$ cat src/rtl/ctl_pkg.sv
package ctl_pkg;
  localparam int OPC_W   = 7;
  localparam int F3_W    = 3;
  localparam int F7_W    = 7;
  localparam int ALUOP_W = 4;
  localparam int SEL3_W  = 3;

  localparam logic [OPC_W-1:0] OPC_LOAD   = 7'b0000011;
  localparam logic [OPC_W-1:0] OPC_STORE  = 7'b0100011;
  localparam logic [OPC_W-1:0] OPC_OPIMM  = 7'b0010011;
  localparam logic [OPC_W-1:0] OPC_OP     = 7'b0110011;
  localparam logic [OPC_W-1:0] OPC_BRANCH = 7'b1100011;
  localparam logic [OPC_W-1:0] OPC_JAL    = 7'b1101111;
  localparam logic [OPC_W-1:0] OPC_JALR   = 7'b1100111;
  localparam logic [OPC_W-1:0] OPC_LUI    = 7'b0110111;
  localparam logic [OPC_W-1:0] OPC_AUIPC  = 7'b0010111;

  localparam logic [F7_W-1:0] F7_BASE = 7'b0000000;
  localparam logic [F7_W-1:0] F7_ALT  = 7'b0100000;

  typedef enum logic [3:0] {
    CLS_ILL, CLS_OP, CLS_OPIMM, CLS_LOAD, CLS_STORE,
    CLS_BRANCH, CLS_JAL, CLS_JALR, CLS_LUI, CLS_AUIPC
  } cls_e;

  typedef enum logic [SEL3_W-1:0] {
    RES_ALU = 3'd0, RES_MEM = 3'd1, RES_PC4 = 3'd2, RES_IMM = 3'd3, RES_TGT = 3'd4
  } res_sel_e;

  typedef enum logic [SEL3_W-1:0] {
    IMM_I = 3'd0, IMM_S = 3'd1, IMM_B = 3'd2, IMM_U = 3'd3, IMM_J = 3'd4
  } imm_fmt_e;

  typedef enum logic [ALUOP_W-1:0] {
    ALU_ADD = 4'd0, ALU_SUB = 4'd1, ALU_AND = 4'd2, ALU_OR = 4'd3, ALU_XOR = 4'd4,
    ALU_SLT = 4'd5, ALU_SLTU = 4'd6, ALU_SLL = 4'd7, ALU_SRL = 4'd8, ALU_SRA = 4'd9
  } alu_op_e;

  localparam logic [SEL3_W-1:0] MASK_WORD = 3'd2;
endpackage

$ cat src/rtl/ctl_class_dec.sv
module ctl_class_dec
  import ctl_pkg::*;
#(
  parameter bit STRICT_F7 = 1'b1
) (
  input  logic [OPC_W-1:0] opcode,
  input  logic [F3_W-1:0]  funct3,
  input  logic [F7_W-1:0]  funct7,
  output cls_e             cls
);
  logic f7_op_ok;
  logic f7_imm_ok;

  generate
    if (STRICT_F7) begin : g_strict
      always_comb begin
        f7_op_ok = (funct7 == F7_BASE) ||
                   ((funct7 == F7_ALT) && (funct3 == 3'b000 || funct3 == 3'b101));
        unique case (funct3)
          3'b001:  f7_imm_ok = (funct7 == F7_BASE);
          3'b101:  f7_imm_ok = (funct7 == F7_BASE) || (funct7 == F7_ALT);
          default: f7_imm_ok = 1'b1;
        endcase
      end
    end else begin : g_loose
      logic [F7_W-1:0] f7_unused;
      assign f7_unused = funct7;
      assign f7_op_ok  = 1'b1;
      assign f7_imm_ok = 1'b1;
    end
  endgenerate

  always_comb begin
    cls = CLS_ILL;
    unique case (opcode)
      OPC_OP:     if (f7_op_ok) cls = CLS_OP;
      OPC_OPIMM:  if (f7_imm_ok) cls = CLS_OPIMM;
      OPC_LOAD:   if (funct3 != 3'b011 && funct3 != 3'b110 && funct3 != 3'b111) cls = CLS_LOAD;
      OPC_STORE:  if (funct3[2] == 1'b0 && funct3[1:0] != 2'b11) cls = CLS_STORE;
      OPC_BRANCH: if (funct3[2:1] != 2'b01) cls = CLS_BRANCH;
      OPC_JAL:    cls = CLS_JAL;
      OPC_JALR:   if (funct3 == 3'b000) cls = CLS_JALR;
      OPC_LUI:    cls = CLS_LUI;
      OPC_AUIPC:  cls = CLS_AUIPC;
      default:    cls = CLS_ILL;
    endcase
  end
endmodule

$ cat src/rtl/ctl_alu_dec.sv
module ctl_alu_dec
  import ctl_pkg::*;
(
  input  cls_e            cls,
  input  logic [F3_W-1:0] funct3,
  input  logic            alt_bit,
  output alu_op_e         alu_op
);
  alu_op_e arith_op;

  always_comb begin
    unique case (funct3)
      3'b000:  arith_op = (alt_bit && cls == CLS_OP) ? ALU_SUB : ALU_ADD;
      3'b001:  arith_op = ALU_SLL;
      3'b010:  arith_op = ALU_SLT;
      3'b011:  arith_op = ALU_SLTU;
      3'b100:  arith_op = ALU_XOR;
      3'b101:  arith_op = alt_bit ? ALU_SRA : ALU_SRL;
      3'b110:  arith_op = ALU_OR;
      default: arith_op = ALU_AND;
    endcase
  end

  always_comb begin
    unique case (cls)
      CLS_OP, CLS_OPIMM: alu_op = arith_op;
      CLS_BRANCH: begin
        if (!funct3[2])     alu_op = ALU_SUB;
        else if (funct3[1]) alu_op = ALU_SLTU;
        else                alu_op = ALU_SLT;
      end
      default: alu_op = ALU_ADD;
    endcase
  end
endmodule

$ cat src/rtl/ctl_mem_dec.sv
module ctl_mem_dec
  import ctl_pkg::*;
#(
  parameter int LANES = 4,
  localparam int LANE_IDX_W = $clog2(LANES)
) (
  input  cls_e                  cls,
  input  logic [F3_W-1:0]       funct3,
  input  logic [LANE_IDX_W-1:0] addr_lo,
  output logic [LANES-1:0]      mem_we,
  output logic [SEL3_W-1:0]     rd_mask,
  output logic                  mem_rd
);
  logic [LANES-1:0] byte_hit;
  logic [LANES-1:0] half_hit;
  logic             word_hit;

  assign word_hit = (addr_lo == '0);

  for (genvar i = 0; i < LANES; i++) begin : g_lane
    assign byte_hit[i] = (addr_lo == LANE_IDX_W'(i));
    assign half_hit[i] = !addr_lo[0] &&
                         ((addr_lo >> 1) == LANE_IDX_W'(i / 2));
  end

  always_comb begin
    mem_we = '0;
    if (cls == CLS_STORE) begin
      unique case (funct3[1:0])
        2'b00:   mem_we = byte_hit;
        2'b01:   mem_we = half_hit;
        default: mem_we = word_hit ? {LANES{1'b1}} : '0;
      endcase
    end
  end

  assign mem_rd  = (cls == CLS_LOAD);
  assign rd_mask = mem_rd ? funct3 : MASK_WORD;
endmodule

$ cat src/rtl/ctl_flow_dec.sv
module ctl_flow_dec
  import ctl_pkg::*;
(
  input  cls_e            cls,
  input  logic [F3_W-1:0] funct3,
  input  logic            alu_zero,
  output logic            pc_sel,
  output logic            tgt_base_sel,
  output logic            tgt_lsb_clr
);
  logic taken;

  always_comb begin
    unique case (funct3)
      3'b000, 3'b101, 3'b111: taken = alu_zero;
      3'b001, 3'b100, 3'b110: taken = !alu_zero;
      default:                taken = 1'b0;
    endcase
  end

  always_comb begin
    pc_sel       = 1'b0;
    tgt_base_sel = 1'b0;
    tgt_lsb_clr  = 1'b0;
    unique case (cls)
      CLS_JAL:    pc_sel = 1'b1;
      CLS_JALR: begin
        pc_sel       = 1'b1;
        tgt_base_sel = 1'b1;
        tgt_lsb_clr  = 1'b1;
      end
      CLS_BRANCH: pc_sel = taken;
      default: ;
    endcase
  end
endmodule

$ cat src/rtl/rv32_ctl_decoder.sv
module rv32_ctl_decoder
  import ctl_pkg::*;
#(
  parameter int LANES     = 4,
  parameter bit STRICT_F7 = 1'b1,
  localparam int LANE_IDX_W = $clog2(LANES)
) (
  input  logic [6:0]            opcode_i,
  input  logic [2:0]            funct3_i,
  input  logic [6:0]            funct7_i,
  input  logic                  alu_zero_i,
  input  logic [LANE_IDX_W-1:0] addr_lo_i,
  output logic [2:0]            res_sel_o,
  output logic                  alu_b_sel_o,
  output logic                  pc_sel_o,
  output logic                  tgt_base_sel_o,
  output logic                  tgt_lsb_clr_o,
  output logic [2:0]            imm_fmt_o,
  output logic [2:0]            rd_mask_o,
  output logic                  mem_rd_o,
  output logic                  reg_we_o,
  output logic [LANES-1:0]      mem_we_o,
  output logic [3:0]            alu_op_o
);
  cls_e     cls;
  alu_op_e  alu_op;
  res_sel_e res_sel;
  imm_fmt_e imm_fmt;

  ctl_class_dec #(.STRICT_F7(STRICT_F7)) u_class (
    .opcode (opcode_i),
    .funct3 (funct3_i),
    .funct7 (funct7_i),
    .cls    (cls)
  );

  ctl_alu_dec u_alu (
    .cls     (cls),
    .funct3  (funct3_i),
    .alt_bit (funct7_i[5]),
    .alu_op  (alu_op)
  );

  ctl_mem_dec #(.LANES(LANES)) u_mem (
    .cls     (cls),
    .funct3  (funct3_i),
    .addr_lo (addr_lo_i),
    .mem_we  (mem_we_o),
    .rd_mask (rd_mask_o),
    .mem_rd  (mem_rd_o)
  );

  ctl_flow_dec u_flow (
    .cls          (cls),
    .funct3       (funct3_i),
    .alu_zero     (alu_zero_i),
    .pc_sel       (pc_sel_o),
    .tgt_base_sel (tgt_base_sel_o),
    .tgt_lsb_clr  (tgt_lsb_clr_o)
  );

  always_comb begin
    res_sel     = RES_ALU;
    imm_fmt     = IMM_I;
    alu_b_sel_o = 1'b0;
    reg_we_o    = 1'b0;
    unique case (cls)
      CLS_OP:     reg_we_o = 1'b1;
      CLS_OPIMM:  begin reg_we_o = 1'b1; alu_b_sel_o = 1'b1; end
      CLS_LOAD:   begin reg_we_o = 1'b1; alu_b_sel_o = 1'b1; res_sel = RES_MEM; end
      CLS_STORE:  begin alu_b_sel_o = 1'b1; imm_fmt = IMM_S; end
      CLS_BRANCH: imm_fmt = IMM_B;
      CLS_JAL:    begin reg_we_o = 1'b1; res_sel = RES_PC4; imm_fmt = IMM_J; end
      CLS_JALR:   begin reg_we_o = 1'b1; alu_b_sel_o = 1'b1; res_sel = RES_PC4; end
      CLS_LUI:    begin reg_we_o = 1'b1; res_sel = RES_IMM; imm_fmt = IMM_U; end
      CLS_AUIPC:  begin reg_we_o = 1'b1; res_sel = RES_TGT; imm_fmt = IMM_U; end
      default: ;
    endcase
  end

  assign res_sel_o = res_sel;
  assign imm_fmt_o = imm_fmt;
  assign alu_op_o  = alu_op;
endmodule

$ cat config.mk
export PLATFORM = sky130hd
export DESIGN_NAME = rv32_ctl_decoder
export DESIGN_NICKNAME = d
export VERILOG_FILES = /design/src/rtl/ctl_pkg.sv /design/src/rtl/ctl_class_dec.sv /design/src/rtl/ctl_alu_dec.sv /design/src/rtl/ctl_mem_dec.sv /design/src/rtl/ctl_flow_dec.sv /design/src/rtl/rv32_ctl_decoder.sv
export SDC_FILE = /design/constraint.sdc
export NUM_CORES = 1
export LEC_CHECK = 0
export ABC_AREA = 0
export BUFFER_PORTS_ARGS = -buffer_cell sky130_fd_sc_hd__buf_2
export CAP_MARGIN = 20
export CORE_AREA = 2 2 39 41
export DETAILED_ROUTE_END_ITERATION = 10
export DIE_AREA = 0 0 41 43
export PLACE_DENSITY = 0.92
export SYNTH_ARGS = -nofsm -noshare
export SYNTH_HDL_FRONTEND = slang
export SYNTH_SLANG_ARGS = --single-unit
$ cat constraint.sdc
create_clock -name vclk -period 1.47
set_input_delay 0.147 -clock vclk [all_inputs]
set_output_delay 0.147 -clock vclk [all_outputs]
set_load 0.05 [all_outputs]
==> flow_summary_export.csv, run 1 <==
group,metric,value,unit
run_status,outcome,"did not finish",
floorplan,rows,14,
placed_design,port_buffers,43,
floorplan,die_width,41,um
yosys,synth_area,536.8,um^2
run_status,stop_stage,"clock tree synthesis (4_1_cts)",
yosys,synthDistinctLibCells,38,
yosys,syn_inst,83,
yosys,synth_most_common_cell,"nor2_1",
yosys,synth_largest_area_cell,"nor2_1",
yosys,synthesis.nets,103,
placed_design,gp_congestion,0.9122,
floorplan,die_y,43,um
cts,postCtsResizedCells,82,
yosys,synth_area_leaders,"nor2_1, nor3_1, nand2_1",
yosys,yosys_warnings,0,
cts,postCtsHoldBufs,0,
yosys,synth_top_area_share,6.993,%
placed_design,dp_slack,-0.4087,ns
placed_design,dp_hpwl,2071,um
yosys,avgSynthCellArea,6.467,um^2
cts,post_cts_buffers,8,
run_status,tool.error,"[ERROR DPL-0038] Utilization greater than 100%, impossible to legalize",
floorplan,ios,43,
yosys,synthTopCellsByCount,"nor2_1, nand2_1, nor3_1",
yosys,yosysSeqAreaShare,0,%
floorplan,start_util,38.79,%
## stage by stage
stage	area [um^2]	hold slack [ns]	std cells	utilization, %
3_5_place_dp	1164	0.7133	168	84.09
3_3_place_gp	1164	0.7029	168	84.09
2_1_floorplan	729.5	0.3528	83	-
## cells by family after synthesis
logic type | count (synthesis) | synth area share (%)
xor gates and xnor gates | 5 | 8.160
buffers and inverters | 10 | 8.158
AOI/OAI and AO/OA | 17 | 21.91
and+or+nand+nor | 51 | 61.77
==> inputs of run 2 (changes only) <==
- CORE_AREA: 2 2 39 41 -> 2 2 63 65
- DIE_AREA: 0 0 41 43 -> 0 0 65 67
- PLACE_DENSITY: 0.92 -> not set
- PLACE_DENSITY_LB_ADDON: not set -> 0.15
==> run 2 against run 1 <==
The flow now finishes, with violations (setup timing). Synthesized cell count is the same. Synthesized area is the same.
==> flow_summary_export.csv, run 2 <==
group,metric,value,unit
run_status,outcome,"complete, but fails checks",
run_status,violations,"setup timing",
power_and_ir_drop,intPower,131.9,uW
timing,fin_tns_setup,-1.436,ns
yosys,yosys_warnings,0,
yosys,yosysSeqAreaShare,0,%
timing,period_share,118.2,%
power_and_ir_drop,leakage,0.0007101,uW
timing,rsz0062_at_grt,"yes",
hold_path,min_path_type,"input pin to output port",
power_and_ir_drop,p_sw,139.4,uW
floorplan,die_width,65,um
flow_run,max-cap-violations,0,
worst_setup_path,critPathCaptureType,"output port",
detailed_routing,ant_nets,0,
worst_setup_path,crit_path_max_incr_delay,0.41,ns
cells_and_area,fin_util,45.14,%
global_routing,antenna_found_initial,0,
detailed_routing,dr.pass1.iters,4,
timing,setup_viol,11,
detailed_routing,avgViaCountPerCell,4.285,
power_and_ir_drop,pwr-share-seq,0,%
timing,relSlewSlack,74.77,%
detailed_routing,wl_per_cell,12.01,um
power_and_ir_drop,p_clk_share,0,%
timing,fmax,0.5753,GHz
cells_and_area,seq_cells,0,
worst_setup_path,critPathKind,"input pin to output port",
yosys,synth_most_common_cell,"nor2_1",
floorplan,rows,22,
worst_setup_path,path_max_fanout,3,
global_routing,track_usage,11.13,%
yosys,synthXorXnorAreaFrac,8.159,%
floorplan,coreArea,3606,um^2
detailed_routing,drt_iter0_drc,28,
cells_and_area,nClkBuffers,0,
power_and_ir_drop,combPwrFrac,100.0,%
yosys,synth_largest_area_cell,"nor2_1",
detailed_routing,remaining_drc_errors,0,
timing,finalMaxSlewViolations,0,
worst_setup_path,required,1.32,ns
global_routing,grt_pass1_wl,3933,um
worst_setup_path,crit_arrival,1.59,ns
power_and_ir_drop,switching_share,51.38,%
yosys,synth_compound_area_share,21.91,%
detailed_routing,vias,887,
yosys,synth-simple-area-share,61.77,%
global_routing,grt_max_degree,11,
cells_and_area,multiInputGateArea,797.0,um^2
yosys,synthDistinctLibCells,38,
hold_path,min_from,"addr_lo_i[1]",
cells_and_area,seqCellArea,0,um^2
placed_design,port_buffers,43,
yosys,synthAdderAreaFrac,0,%
worst_setup_path,path_cells,"buf_6 -> nor4_4 -> nand2_1 -> nor4_4 -> nor2_4 -> o31ai_4 -> buf_6",
hold_path,hold_path_depth,3,
floorplan,die_area,4355,um^2
cells_and_area,antenna_cells,0,
timing,hold_violations,0,
yosys,synthTopCellsByCount,"nor2_1, nand2_1, nor3_1",
floorplan,ios,43,
floorplan,start_util,14.89,%
cts,postCtsHoldBufs,0,
hold_path,hold_end,"mem_we_o[1]",
yosys,synth_top_area_share,6.993,%
global_routing,grt_pass1_vias,873,
cells_and_area,layout_commonest_cell,"buf_6",
cells_and_area,syn_to_final_growth,203.3,%
placed_design,gp_congestion,0.7187,
cells_and_area,fillers,366,
yosys,synthesis.nets,103,
yosys,avgSynthCellArea,6.467,um^2
global_routing,overflow,0,
floorplan,die_y,67,um
yosys,synth_top_family_by_area,"simple AND/OR/NAND/NOR gates",
yosys,syn_inst,83,
power_and_ir_drop,powerDensity,166.6,nW/um^2
yosys,synth_area,536.8,um^2
cells_and_area,final_cell_mix,"buf_6, buf_4, buf_2",
timing,period_needed,1.738,ns
timing,layout_setup_ws,-0.2682,ns
detailed_routing,wl,2486,um
worst_setup_path,critPathLaunchType,"input pin",
power_and_ir_drop,ir_worst_vdd,0.00004720,V
worst_setup_path,cp_slowest_cell,"nor4_4",
cells_and_area,final_layout_size_suffix_gt1_share,77.99,%
timing,tightest_slew,0.3756,ns
timing,hold_ws,0.6807,ns
cells_and_area,final_nets,181,
yosys,synth_area_leaders,"nor2_1, nor3_1, nand2_1",
placed_design,dp_hpwl,1939,um
yosys,muxShareOfSynthArea,0,%
[run 2: power groups by stage]
stage	combinational (uW)	clock, uW	sequential (uW)
after floorplan	108	0	0
after global placement	213	0	0
after detailed placement	213	0	0
after CTS	251	0	0
after global routing	290	0	0
final	271	0	0
[run 2: area by class of cell]
class / instances / share of cell area (%)
Timing Repair Buffer: 82 / 46.27
Tap cell: 48 / 3.689
Multi-Input combinational cell: 73 / 48.96
Inverter: 4 / 1.076
[run 2: logic make-up after synthesis]
group,Yosys count
and+or+nand+nor,51
AOI/OAI and AO/OA,17
xor gates and xnor gates,5
buffers and inverters,10
[run 2: timing repair]
action	CTS	global route
resized for setup	70	28
setup endpoints to repair	22	21
setup buffers	4	5
hold endpoints to repair	0	0
pin swaps	17	19
[run 2: worst max-delay path by stage]
stage | slack [ns] | to | from | cells after the start
final | -0.27 | alu_op_o[1] | funct7_i[0] | 7
after global routing | -0.34 | alu_op_o[1] | funct7_i[0] | 7
after CTS | -0.30 | alu_op_o[1] | funct7_i[2] | 7
after detailed placement | -0.44 | reg_we_o | funct7_i[1] | 8
after global placement | -0.40 | reg_we_o | funct7_i[1] | 8
after floorplan | -0.29 | pc_sel_o | funct3_i[1] | 6
[run 2: per-stage QoR]
step	setup slack, ns	std cells	instance area [um^2]	total power (uW)
after global placement	-0.3959	199	1196	212.6
after global routing	-0.3443	207	1628	290.3
final	-0.2682	207	1628	271.2
after detailed placement	-0.4400	199	1196	212.7
after CTS	-0.3034	203	1491	251.0
after floorplan	-0.2924	83	729.5	108.4
[run 2: critical path: cells and delay by family]
kind | cells | cell delay [ns]
buffers and inverters | 2 | 0.29
AO/OA/AOI/OAI | 1 | 0.19
AND/OR/NAND/NOR | 4 | 0.97
[run 2: routing by layer]
layer	wire length [um]	vias up	part of all wire (%)	track usage [%]
met5	0	-	0	0
li1	-	456	-	-
met1	1090	410	44	15.26
met4	0	0	0	0
met3	136	0	5.5	1.014
met2	1260	21	51	19.97
Note: power is estimated with default switching activity, not from simulation.
